`config.mk`:
```
export PLATFORM = sky130hd
export DESIGN_NAME = tw_line_tx
export DESIGN_NICKNAME = d
export VERILOG_FILES = /design/src/rtl/tw_tx_pkg.sv /design/src/rtl/tw_phase_timer.sv /design/src/rtl/tw_word_shifter.sv /design/src/rtl/tw_line_tx.sv
export SDC_FILE = /design/constraint.sdc
export NUM_CORES = 1
export LEC_CHECK = 0
export CAP_MARGIN = 20
export CORE_ASPECT_RATIO = 0.75
export CORE_MARGIN = 8
export CORE_UTILIZATION = 35
export CTS_CLUSTER_DIAMETER = 60
export DETAILED_ROUTE_END_ITERATION = 10
export PLACE_DENSITY = 0.59
export SYNTH_ARGS = -nofsm -noshare
export SYNTH_HDL_FRONTEND = slang
export SYNTH_SLANG_ARGS = --single-unit
```
`constraint.sdc`:
```
create_clock -name clk -period 2.8 [get_ports clk]
set_input_delay 0.28 -clock clk [delete_from_list [all_inputs] [get_ports clk]]
set_output_delay 0.28 -clock clk [all_outputs]
set_load 0.01 [all_outputs]
```
`src/rtl/tw_tx_pkg.sv`:
```
package tw_tx_pkg;
  typedef enum logic [2:0] {
    ST_GUARD,  // wires high, closing or post-reset idle
    ST_WAIT,   // wires high, ready for a new transaction
    ST_LOW,    // first phase of a bit: both wires low
    ST_HIGH,   // second phase of a bit: one wire raised
    ST_HOLD    // last bit of a non-final word held, ready for next word
  } tx_state_e;
endpackage

```
`src/rtl/tw_phase_timer.sv`:
```
module tw_phase_timer #(
  parameter int CNT_W = 8
) (
  input  logic             clk,
  input  logic             rst,
  input  logic             clr,
  input  logic [CNT_W-1:0] len,
  output logic             done
);
  logic [CNT_W-1:0] cnt_q;

  assign done = (cnt_q == len - CNT_W'(1));

  always_ff @(posedge clk) begin
    if (rst) begin
      cnt_q <= '0;
    end else if (clr) begin
      cnt_q <= '0;
    end else if (!done) begin
      cnt_q <= cnt_q + CNT_W'(1);
    end
  end
endmodule

```
`src/rtl/tw_word_shifter.sv`:
```
module tw_word_shifter #(
  parameter int WORD_W = 32
) (
  input  logic              clk,
  input  logic              rst,
  input  logic              load,
  input  logic              adv,
  input  logic [WORD_W-1:0] din,
  output logic              bit_nxt,
  output logic              at_last
);
  localparam int IDX_W = (WORD_W > 1) ? $clog2(WORD_W) : 1;

  logic [WORD_W-1:0] sh_q;
  logic [IDX_W-1:0]  idx_q;

  assign at_last = (idx_q == IDX_W'(WORD_W - 1));

  always_comb begin
    if (load)     bit_nxt = din[0];
    else if (adv) bit_nxt = sh_q[1];
    else          bit_nxt = sh_q[0];
  end

  always_ff @(posedge clk) begin
    if (rst) begin
      sh_q  <= '0;
      idx_q <= '0;
    end else if (load) begin
      sh_q  <= din;
      idx_q <= '0;
    end else if (adv) begin
      sh_q  <= sh_q >> 1;
      idx_q <= idx_q + IDX_W'(1);
    end
  end

  AST_LOAD_ADV_EXCL: assert property (@(posedge clk) disable iff (rst)
    !(load && adv));
endmodule

```
`src/rtl/tw_line_tx.sv`:
```
module tw_line_tx
  import tw_tx_pkg::*;
#(
  parameter int WORD_W       = 32,
  parameter int PHASE_CYCLES = 13,
  parameter int GUARD_PHASES = 2
) (
  input  logic              clk,
  input  logic              rst,
  input  logic              in_valid,
  output logic              in_ready,
  input  logic [WORD_W-1:0] in_data,
  input  logic              in_last,
  output logic              line_p,
  output logic              line_n
);
  localparam int GUARD_LEN = PHASE_CYCLES * GUARD_PHASES;
  localparam int CNT_W     = $clog2(GUARD_LEN + 1);

  tx_state_e        state_q, state_d;
  logic             last_q;
  logic             accept, adv, t_done, t_clr;
  logic             bit_d, at_last;
  logic [CNT_W-1:0] t_len;

  assign accept = in_valid && in_ready;
  assign t_len  = (state_q == ST_GUARD) ? CNT_W'(GUARD_LEN) : CNT_W'(PHASE_CYCLES);
  assign t_clr  = (state_d != state_q);
  assign adv    = (state_q == ST_HIGH) && t_done && !at_last;

  tw_phase_timer #(.CNT_W(CNT_W)) u_timer (
    .clk(clk), .rst(rst), .clr(t_clr), .len(t_len), .done(t_done)
  );

  tw_word_shifter #(.WORD_W(WORD_W)) u_shift (
    .clk(clk), .rst(rst), .load(accept), .adv(adv), .din(in_data),
    .bit_nxt(bit_d), .at_last(at_last)
  );

  always_comb begin
    state_d = state_q;
    unique case (state_q)
      ST_GUARD: if (t_done) state_d = ST_WAIT;
      ST_WAIT,
      ST_HOLD:  if (in_valid) state_d = ST_LOW;
      ST_LOW:   if (t_done) state_d = ST_HIGH;
      ST_HIGH:  if (t_done) begin
        if (!at_last)    state_d = ST_LOW;
        else if (last_q) state_d = ST_GUARD;
        else             state_d = ST_HOLD;
      end
      default:  state_d = ST_GUARD;
    endcase
  end

  always_ff @(posedge clk) begin
    if (rst) begin
      state_q  <= ST_GUARD;
      last_q   <= 1'b0;
      in_ready <= 1'b0;
      line_p   <= 1'b1;
      line_n   <= 1'b1;
    end else begin
      state_q  <= state_d;
      if (accept) last_q <= in_last;
      in_ready <= (state_d == ST_WAIT) || (state_d == ST_HOLD);
      unique case (state_d)
        ST_LOW: begin
          line_p <= 1'b0;
          line_n <= 1'b0;
        end
        ST_HIGH, ST_HOLD: begin
          line_p <= bit_d;
          line_n <= !bit_d;
        end
        default: begin
          line_p <= 1'b1;
          line_n <= 1'b1;
        end
      endcase
    end
  end

  AST_RESET_IDLE: assert property (@(posedge clk)
    rst |=> (line_p && line_n && !in_ready));
  AST_ACCEPT_STARTS_LOW: assert property (@(posedge clk) disable iff (rst)
    (in_valid && in_ready) |=> (!line_p && !line_n && !in_ready));
  AST_IDLE_EXIT_LOW: assert property (@(posedge clk) disable iff (rst)
    ($past(line_p) && $past(line_n)) |-> (line_p == line_n));
  AST_DATA_PHASE_EXIT: assert property (@(posedge clk) disable iff (rst)
    ($past(line_p) != $past(line_n)) |-> ((line_p == $past(line_p)) || (line_p == line_n)));
  AST_QUIET_NOT_READY: assert property (@(posedge clk) disable iff (rst)
    (!line_p && !line_n) |-> !in_ready);
endmodule

```
==> run summary, run 1 <==
============================================================================
Outcome ....................................................... finished, final reports clean
Half-perimeter wire length after placement ....................      3485 um
Leakage Power .................................................    0.8930 nW
Routed Antenna Nets ...........................................            0
Final hold violation count ....................................            0
Via Count .....................................................         1790
Final total negative setup slack ..............................         0 ns
Post-synthesis average cell area ..............................   9.542 um^2
Part of the cycle the worst path needs ........................       82.59%
Slowest cell on the critical path .............................       nor4_4
Post-detailed-routing wire length .............................      4882 um
Insertion delay to the later sink of the worst-skew pair ......      0.29 ns
Worst-path fanout max .........................................            9
Clock Sink Count ..............................................           49
Worst Skew ....................................................  0.005781 ns
TritonCTS clock tree ..........................................          yes
Fraction of registers with async set or reset after synthesis .           0%
Cell with the most instances on the worst path ................         ha_1
Die ar. .......................................................    9448 um^2
Post-synth EDFFs ..............................................            0
Relative slew slack ...........................................       59.41%
Class of the worst hold path ..................................      reg2reg
Average routed wire per standard cell .........................     13.75 um
Number of H-tree levels .......................................            2
Actual slew at the worst max-slew pin .........................    0.6070 ns
Power density over the cells .................................. 424.5 nW/um^2
Setup crit start kind .........................................    flip-flop
Post_cts resized ..............................................            0
Top-Level Pins ................................................           39
Synthesis Warnings ............................................            0
Area leader, netlist ..........................................      dfxtp_1
# Post-CTS Setup Buffers ......................................            0
Count of endpoints failing setup in the final report ..........            0
Initial cell density of the core ..............................       36.40%
DP Area .......................................................    2723 um^2
Shortest period the worst path allows .........................     2.312 ns
Cell types occupying the most area after synthesis ............ dfxtp_1, mux2i_1, a211oi_1, nor2_1, buf_12
Via count normalized by instance count ........................        5.042
Largest stage delay, worst path ...............................      0.58 ns
Antenna diodes ................................................            0
Sequential-to-total area share from yosys stat ................       42.66%
RSZ-0062 raised after global routing ..........................        false
Number of buffers created by CTS ..............................            5
Clock buffer depth ............................................            2
Detailed Routing Iterations Pass 1 ............................            4
Initial antenna violation count ...............................            0
Most frequent cells after synthesis ........................... dfxtp_1, nor2_1, mux2i_1
Synth top area share ..........................................       42.66%
Netlist area before placement .................................    2300 um^2
CP Buf/Inv Count ..............................................            1
Number of cells in the design after placement .................          347
Cell count after synthesis ....................................          241
CP top delay family ........................................... simple AND/OR/NAND/NOR gates
Post-route cell area ..........................................    2810 um^2
Endpoint required time on the critical path ...................      2.97 ns
Critical Path End Type ........................................    flip-flop
Fmax achieved .................................................    432.5 MHz
Maximum number of pins on one net before global-route repair ..           42
Vias in the first global route ................................         1682
Final weighted congestion in routability-driven placement .....       0.8241
# nets final ..................................................          312
FF+latch count, synth .........................................           49
Number of rows created at floorplan ...........................           25
Post-route DRC ................................................            0
Number of maximum-capacitance constraint violations ...........            0
Input/output buffers ..........................................           38
CP Cell Sequence .............................................. ha_1 > and3_1 > ha_1 > nor4_4 > buf_4 > mux2i_1 > a211oi_1
Post-Synthesis Net Count ......................................          280
Number of max-slew violations in the final report .............            0
Count leader, synth ...........................................      dfxtp_1
Area Growth Syn to Fin ........................................       22.20%
Count of cell types in the netlist ............................           39
Total routing resource utilization after global routing .......       10.46%
Main synth FF type ............................................      dfxtp_1
Count of non-filler cells in the finished layout ..............          355
Die height ....................................................     86.20 um
Arrival time of the worst setup path ..........................      2.48 ns
Library cell used as clock root buffer ........................     clkbuf_8
CTS clk-pin slew, worst paths .................................      0.09 ns
First-pass GRT wire length ....................................      8073 um
Count of hold buffers inserted by post-cts repair .............            0
VDD IR-drop max ...............................................  0.0002045 V
Starting DRC count in detailed routing ........................           69
Horizontal die dimension ......................................     109.6 um
Area of the core ..............................................    6319 um^2
Critical path class ...........................................      reg2reg
Final global-route overflow total .............................            0
Post-layout utilization of the core ...........................       44.48%
Fraction of layout cells with a size suffix above 1 ...........       7.299%
============================================================================
-- final timing paths --
kind                            startpoint                             to  slack, ns  cells past startpoint
min reg2reg            last_q$_SDFFE_PP0P_            last_q$_SDFFE_PP0P_       0.47                      2
min                    last_q$_SDFFE_PP0P_            last_q$_SDFFE_PP0P_       0.47                      2
max          u_shift.idx_q[0]$_SDFFE_PP0P_  u_shift.sh_q[21]$_SDFFE_PP0P_       0.49                      7
max reg2reg  u_shift.idx_q[0]$_SDFFE_PP0P_  u_shift.sh_q[21]$_SDFFE_PP0P_       0.49                      7
-- area by class of cell --
cell class                      instances  area [um^2]
Inverter                                4        15.01
Clock inverter                          2        15.01
Sequential cell                        49        980.9
Clock buffer                            6        72.57
Tap cell                               81        101.3
Fill cell                             626         3508
Timing Repair Buffer                   43        442.9
Multi-Input combinational cell        170         1182
-- worst min-delay path, stage by stage, from the launching register on --
cell and delay [ns]:
dfxtp_1 0.32, nand2_1 0.06, a21oi_1 0.05
-- routing by layer --
metal  GRT usage [%]  wire length, um  up-vias
li1                -                -      944
met1           14.45             2514      805
met2           15.14             2029       37
met3           3.039              285        4
met4           3.301               53        0
met5               0                0        -
-- through the flow --
stage               power, mW  hold WS, ns  setup WS (ns)
global route            1.244       0.5070         0.3184
floorplan              0.7390       0.4160         0.8191
global placement       0.7955       0.4469         0.5641
CTS                     1.207       0.4780         0.4712
finish                  1.193       0.4730         0.4876
detailed placement     0.7965       0.4643         0.4874
-- sequential cells by signal (all words and copies together) (netlist names) --
signal / cells
state_q: 3
u_shift.idx_q: 5
last_q: 1
line_p: 1
u_shift.sh_q: 32
in_ready: 1
u_timer.cnt_q: 5
line_n: 1
-- cells by family after synthesis --
group           share of synthesized area [%]
compound gates                          16.05
simple gates                            16.43
buf+inv                                 6.039
flops                                   42.66
xor+xnor                                2.285
fa+ha+maj                               1.632
mux                                     14.91
-- cells in the final DEF, fill, tap and decap left out, drive strengths merged, types with 2 or more instances in the layout --
| cell type | instances |
|---|---|
| nor3 | 8 |
| xor2 | 4 |
| nand3b | 4 |
| clkbuf | 6 |
| o31ai | 2 |
| mux2 | 2 |
| o21ai | 4 |
| a211oi | 32 |
| dfxtp | 49 |
| ha | 3 |
| a31oi | 2 |
| a21oi | 6 |
| and3 | 2 |
| nor4 | 2 |
| nor2 | 38 |
| inv | 4 |
| nand2 | 9 |
| clkdlybuf4s50 | 38 |
| xnor2 | 2 |
| mux2i | 32 |
| or3 | 2 |
| nand3 | 4 |
| buf | 5 |
| clkinvlp | 2 |
-- power breakdown --
| group | total [mW] | internal, mW | switching [mW] | leakage [nW] |
|---|---|---|---|---|
| combinational | 0.0749 | 0.0515 | 0.0234 | 0.460 |
| clock | 0.414 | 0.176 | 0.237 | 0.0374 |
| sequential | 0.704 | 0.700 | 0.00424 | 0.395 |
Power figures use the tool's default switching activity.
==> run 2: changes to the inputs <==
clock period = 2.38 ns   (was 2.8 ns; I/O delays follow)
==> run 2 against run 1 <==
Die area unchanged. Sequential share of layout area fell by 0.38 points. Cell count rose by 0.28%. Via count increased by 0.39%. First-iteration DRC count is 23% higher. Clock skew up 0.0016 ns. Critical endpoint is now line_p$_SDFF_PP1_.
==> run summary, run 2 (same netlist as run 1, synthesis figures left out) <==
============================================================================
Insertion delay to the later sink of the worst-skew pair ......      0.30 ns   about the same
Most frequent cells in the layout ............................. dfxtp_1, nor2_1, clkdlybuf4s50_1
Relative slew slack ...........................................       68.34%   +8.9 points
Antenna diodes ................................................            0   unchanged
Overall Power .................................................     1.532 mW   +28%
Starting DRC count in detailed routing ........................           85   +23%
Top-Level Pins ................................................           39   unchanged
Dpl ws ........................................................    0.1609 ns   -0.3265 ns
GRT met3 Usage ................................................       3.484%   +0.44 points
Post-route DRC ................................................            0   unchanged
Count of endpoints failing setup in the final report ..........            0   unchanged
Critical Path End Type ........................................    flip-flop
Largest stage delay, worst path ...............................      0.40 ns   -0.18 ns
Die height ....................................................     86.20 um   unchanged
Number of H-tree levels .......................................            2   unchanged
Fraction of layout cells with a size suffix above 1 ...........       8.000%   +0.70 points
Endpoint required time on the critical path ...................      2.61 ns   -0.36 ns
Outcome ....................................................... finished, final reports clean
Maximum number of pins on one net before global-route repair ..           45   +7.1%
Die ar. .......................................................    9448 um^2   unchanged
Number of flip-flops in the largest register ..................           32   unchanged
Grt peak-use layer ............................................         met2
Power density over the cells .................................. 539.1 nW/um^2   +27%
Number of maximum-capacitance constraint violations ...........            0   unchanged
Critical path class ...........................................      reg2reg
CP Cell Sequence .............................................. ha_1 > and3_1 > ha_1 > nor4_4 > buf_12 > nand3_1 > and3_1 > o31ai_2
Clock Sink Count ..............................................           49   unchanged
VDD IR-drop max ...............................................  0.0002462 V   +20%
Met2 Resource Use GR ..........................................       14.64%   -0.49 points
CP Buf/Inv Count ..............................................            1   unchanged
Part of the cycle the worst path needs ........................       92.59%   +10 points
Fillers .......................................................          644   +2.9%
Number of max-slew violations in the final report .............            0   unchanged
Most common library cell in the layout ignoring fill and taps .      dfxtp_1
Post-detailed-routing wire length .............................      4752 um   -2.7%
Clock buffer depth ............................................            2   unchanged
Area of the core ..............................................    6319 um^2   unchanged
Final global-route overflow total .............................            0   unchanged
PnR worst setup slack .........................................    0.1763 ns   -0.3113 ns
# nets final ..................................................          313   +0.32%
RSZ-0062 raised after global routing ..........................        false
Fmax achieved .................................................    453.8 MHz   +4.9%
Area Growth Syn to Fin ........................................       23.56%
Input/output buffers ..........................................           38   unchanged
Setup crit start kind .........................................    flip-flop
Leakage Power .................................................    0.9106 nW   +2.0%
Final total negative setup slack ..............................         0 ns   unchanged
Worst Skew ....................................................  0.007367 ns   +0.001585 ns
# Post-CTS Setup Buffers ......................................            0   unchanged
Number of rows created at floorplan ...........................           25   unchanged
Worst-path fanout max .........................................           19   +10
CTS clk-pin slew, worst paths .................................      0.09 ns   about the same
Met1 routing resource usage after global routing ..............       14.54%   +0.089 points
Library cell used as clock root buffer ........................     clkbuf_8
First-pass GRT wire length ....................................      8148 um   +0.93%
Average routed wire per standard cell .........................     13.35 um   -2.9%
Horizontal die dimension ......................................     109.6 um   unchanged
Vias in the first global route ................................         1731   +2.9%
Reg2Reg Setup Slack ...........................................      0.18 ns   -0.31 ns
CP top delay family ........................................... simple AND/OR/NAND/NOR gates
Number of buffers created by CTS ..............................            5   unchanged
Shortest period the worst path allows .........................     2.204 ns   -0.1087 ns
Final hold violation count ....................................            0   unchanged
Arrival time of the worst setup path ..........................      2.43 ns   -0.05 ns
Total routing resource utilization after global routing .......       10.63%   +0.17 points
Final weighted congestion in routability-driven placement .....       0.8060   -2.2%
Via Count .....................................................         1797   +0.39%
Slowest cell on the critical path .............................       nor4_4
Registers with the most flip-flops ............................ u_shift.sh_q (32), u_shift.idx_q (5), u_timer.cnt_q (5)
Class of the worst hold path ..................................      reg2reg
Half-perimeter wire length after placement ....................      3274 um   -6.1%
TritonCTS clock tree ..........................................          yes
Most flop-heavy register ...................................... u_shift.sh_q
Initial cell density of the core ..............................       36.40%   unchanged
Routed Antenna Nets ...........................................            0   unchanged
Initial antenna violation count ...............................            0   unchanged
Detailed Routing Iterations Pass 1 ............................            4   unchanged
Via count normalized by instance count ........................        5.048   +0.11%
Actual slew at the worst max-slew pin .........................    0.4749 ns   -0.1321 ns
============================================================================
-- run 2: per-stage QoR --
stage	cells	instance area, um^2	util, %	hold WS, ns
finish	356	2841	44.97	0.4587
global route	356	2841	44.97	0.4985
CTS	356	2838	44.91	0.4639
detailed placement	348	2718	43.01	0.4514
global placement	348	2718	43.01	0.4471
floorplan	241	2300	-	0.3740
-- run 2: area by class of cell --
class / instances / area [um^2] / share of cell area [%]
Clock inverter: 2 / 37.54 / 1.321
Clock buffer: 6 / 82.58 / 2.906
Sequential cell: 49 / 980.9 / 34.52
Tap cell: 81 / 101.3 / 3.567
Timing Repair Buffer: 44 / 441.7 / 15.54
Inverter: 4 / 15.01 / 0.5284
Multi-Input combinational cell: 170 / 1182 / 41.61
-- run 2: worst register-to-register path, delay by kind of cell (launching register included) --
family | cells | cell delay [ns]
AO/OA/AOI/OAI | 1 | 0.20
adder cells (fa/ha/maj) | 2 | 0.47
buffers and inverters | 1 | 0.22
flip-flops | 1 | 0.34
AND/OR/NAND/NOR | 4 | 0.91
-- run 2: final timing paths --
kind                                 startpoint                   to  cells after the start
setup / recovery  u_shift.idx_q[0]$_SDFFE_PP0P_    line_p$_SDFF_PP1_                      8
hold / removal              last_q$_SDFFE_PP0P_  last_q$_SDFFE_PP0P_                      2
setup reg to reg  u_shift.idx_q[0]$_SDFFE_PP0P_    line_p$_SDFF_PP1_                      8
hold reg to reg             last_q$_SDFFE_PP0P_  last_q$_SDFFE_PP0P_                      2
-- run 2: routing by layer --
layer / share of wire [%] / up-vias
li1: - / 937
met1: 50 / 809
met2: 42 / 42
met3: 5.9 / 9
met4: 2.0 / 0
met5: 0 / -
-- run 2: where the power goes --
part | internal (mW) | switching (mW) | total (mW)
Clock | 0.342 | 0.275 | 0.616
Sequential | 0.824 | 0.00484 | 0.828
Combinational | 0.0597 | 0.0276 | 0.0873
Total | 1.22 | 0.307 | 1.53
-- run 2: what timing repair did --
item,4_1_cts,5_1_grt
hold buffers,0,0
resized for setup,0,1
hold endpoints to repair,0,0
endpoints found under the setup margin,0,1
==> run 3: changes to the inputs <==
CORE_UTILIZATION = 30   (was 35)
GPL_TIMING_DRIVEN = 0   (was unset)
PLACE_DENSITY = 0.52   (was 0.59)
==> run 3 against run 2 <==
Global-route usage is 0.51 points lower. Flip-flop and latch count stayed put. Worst setup slack better by 0.038 ns. Highest routed layer unchanged.
==> run summary, run 3 (same netlist as run 1, synthesis figures left out) <==
============================================================================
Outcome ....................................................... finished, final reports clean
Arrival time of the worst setup path ..........................      2.38 ns   -0.05 ns
TritonCTS clock tree ..........................................          yes
Final total negative setup slack ..............................         0 ns   unchanged
CP Cell Sequence .............................................. ha_1 > and3_1 > ha_1 > nor4_4 > buf_6 > nand3_1 > and3_1 > o31ai_2
Most common library cell in the layout ignoring fill and taps .      dfxtp_1
Number of H-tree levels .......................................            2   unchanged
Post-detailed-routing wire length .............................      5314 um   +12%
Average routed wire per standard cell .........................     13.73 um   +2.9%
Input/output buffers ..........................................           37   -2.6%
Part of the cycle the worst path needs ........................       90.98%   -1.6 points
Leakage Power .................................................    0.9215 nW   +1.2%
# nets final ..................................................          324   +3.5%
Final hold violation count ....................................            0   unchanged
Total routing resource utilization after global routing .......       10.12%   -0.51 points
Fraction of layout cells with a size suffix above 1 ...........       6.643%   -1.4 points
Post_cts resized ..............................................            0   unchanged
PnR worst setup slack .........................................    0.2146 ns   +0.03832 ns
Detailed Routing Iterations Pass 1 ............................            4   unchanged
Clock Sink Count ..............................................           49   unchanged
Most frequent cells in the layout ............................. dfxtp_1, nor2_1, clkdlybuf4s50_1
Registers with the most flip-flops ............................ u_shift.sh_q (32), u_shift.idx_q (5), u_timer.cnt_q (5)
CP top delay family ........................................... simple AND/OR/NAND/NOR gates
Shortest period the worst path allows .........................     2.165 ns   -0.03832 ns
Slowest cell on the critical path .............................      dfxtp_1
VDD IR-drop max ...............................................  0.0003049 V   +24%
Insertion delay to the later sink of the worst-skew pair ......      0.30 ns   about the same
# Post-CTS Setup Buffers ......................................            0   unchanged
Endpoint required time on the critical path ...................      2.60 ns   about the same
Power density over the cells .................................. 526.1 nW/um^2   -2.4%
Initial cell density of the core ..............................       31.08%   -5.3 points
Worst-path fanout max .........................................           10   -9
Actual slew at the worst max-slew pin .........................    0.4853 ns   +0.01042 ns
Horizontal die dimension ......................................     117.1 um   +6.8%
Number of maximum-capacitance constraint violations ...........            0   unchanged
Routed Antenna Nets ...........................................            0   unchanged
Starting DRC count in detailed routing ........................          100   +18%
Number of max-slew violations in the final report .............            0   unchanged
Worst Skew ....................................................   0.01272 ns   +0.005349 ns
Die ar. .......................................................   10750 um^2   +14%
Post-route DRC ................................................            0   unchanged
Count of endpoints failing setup in the final report ..........            0   unchanged
Vias in the first global route ................................         1833   +5.9%
Critical path class ...........................................      reg2reg
Via count normalized by instance count ........................        4.729   -6.3%
Most flop-heavy register ...................................... u_shift.sh_q
Maximum number of pins on one net before global-route repair ..           16   -64%
Top-Level Pins ................................................           39   unchanged
Fillers .......................................................          746   +16%
Relative slew slack ...........................................       67.65%   -0.69 points
Area Growth Syn to Fin ........................................       26.82%
Antenna diodes ................................................            0   unchanged
Via Count .....................................................         1830   +1.8%
CP Buf/Inv Count ..............................................            1   unchanged
Number of buffers created by CTS ..............................            5   unchanged
Clock buffer depth ............................................            2   unchanged
Dpl ws ........................................................    0.2276 ns   +0.06665 ns
Final global-route overflow total .............................            0   unchanged
Fmax achieved .................................................    461.8 MHz   +1.8%
First-pass GRT wire length ....................................      8825 um   +8.3%
Number of flip-flops in the largest register ..................           32   unchanged
Count of hold buffers inserted by post-cts repair .............            0   unchanged
Die height ....................................................     91.83 um   +6.5%
CTS clk-pin slew, worst paths .................................      0.10 ns   about the same
Largest stage delay, worst path ...............................      0.35 ns   -0.05 ns
RSZ-0062 raised after global routing ..........................        false
Final weighted congestion in routability-driven placement .....       0.7965   -1.2%
Half-perimeter wire length after placement ....................      3981 um   +22%
Initial antenna violation count ...............................            0   unchanged
Setup crit start kind .........................................    flip-flop
Area of the core ..............................................    7398 um^2   +17%
Number of rows created at floorplan ...........................           27   +8.0%
Library cell used as clock root buffer ........................     clkbuf_8
Critical Path End Type ........................................    flip-flop
Class of the worst hold path ..................................       in2reg
============================================================================
[run 3: cell types whose count changed in the layout (fill, tap and decap cells not counted), sizes merged]
cell	before	now
buf	6	5
clkbuf	6	19
clkdlybuf4s50	38	37
[run 3: final timing paths]
path / from / cells past startpoint / slack, ns / endpoint
setup / recovery: u_shift.idx_q[0]$_SDFFE_PP0P_ / 8 / 0.21 / line_p$_SDFF_PP1_
hold / removal: rst / 2 / 0.38 / u_shift.idx_q[0]$_SDFFE_PP0P_
setup reg to reg: u_shift.idx_q[0]$_SDFFE_PP0P_ / 8 / 0.21 / line_p$_SDFF_PP1_
hold reg to reg: last_q$_SDFFE_PP0P_ / 2 / 0.47 / last_q$_SDFFE_PP0P_
[run 3: layout make-up]
type,count,area [um^2],area share [%]
multi-input combinational,170,1180,40.45
sequential,49,980.9,33.63
timing repair buffer,37,370.4,12.70
tap,101,126.4,4.333
buffer,18,123.9,4.247
clock buffer,6,82.58,2.831
clock inverter,2,37.54,1.287
inverter,4,15.01,0.5148
[run 3: worst reg2reg max path: cells and delay by family (launching register included)]
kind / cells / cell delay, ns
AOI/OAI and AO/OA: 1 / 0.21
DFF: 1 / 0.35
and+or+nand+nor: 4 / 0.83
buffers and inverters: 1 / 0.23
adders and majority gates: 2 / 0.47
[run 3: per-layer routing]
metal  global-route usage (%)  vias up  wire length [um]
li1                         -      956                 -
met1                    14.32      824              2849
met2                    14.61       43              2146
met3                    2.227        7               254
met4                    3.613        0                63
met5                        0        -                 0
[run 3: through the flow]
stage	instances	hold slack (ns)	utilization, %	cell area, um^2	power [mW]
after floorplan	241	0.3740	-	2300	0.8694
after CTS	387	0.3875	39.42	2917	1.556
after global routing	387	0.4564	39.42	2917	1.592
after global placement	379	0.4480	37.80	2796	0.9353
after detailed placement	379	0.4520	37.80	2796	0.9359
final	387	0.3771	39.42	2917	1.534
[run 3: report_power, final]
group	switching, mW	total, mW	internal (mW)
sequential	0.00489	0.828	0.824
clock	0.276	0.618	0.342
combinational	0.0292	0.0879	0.0587
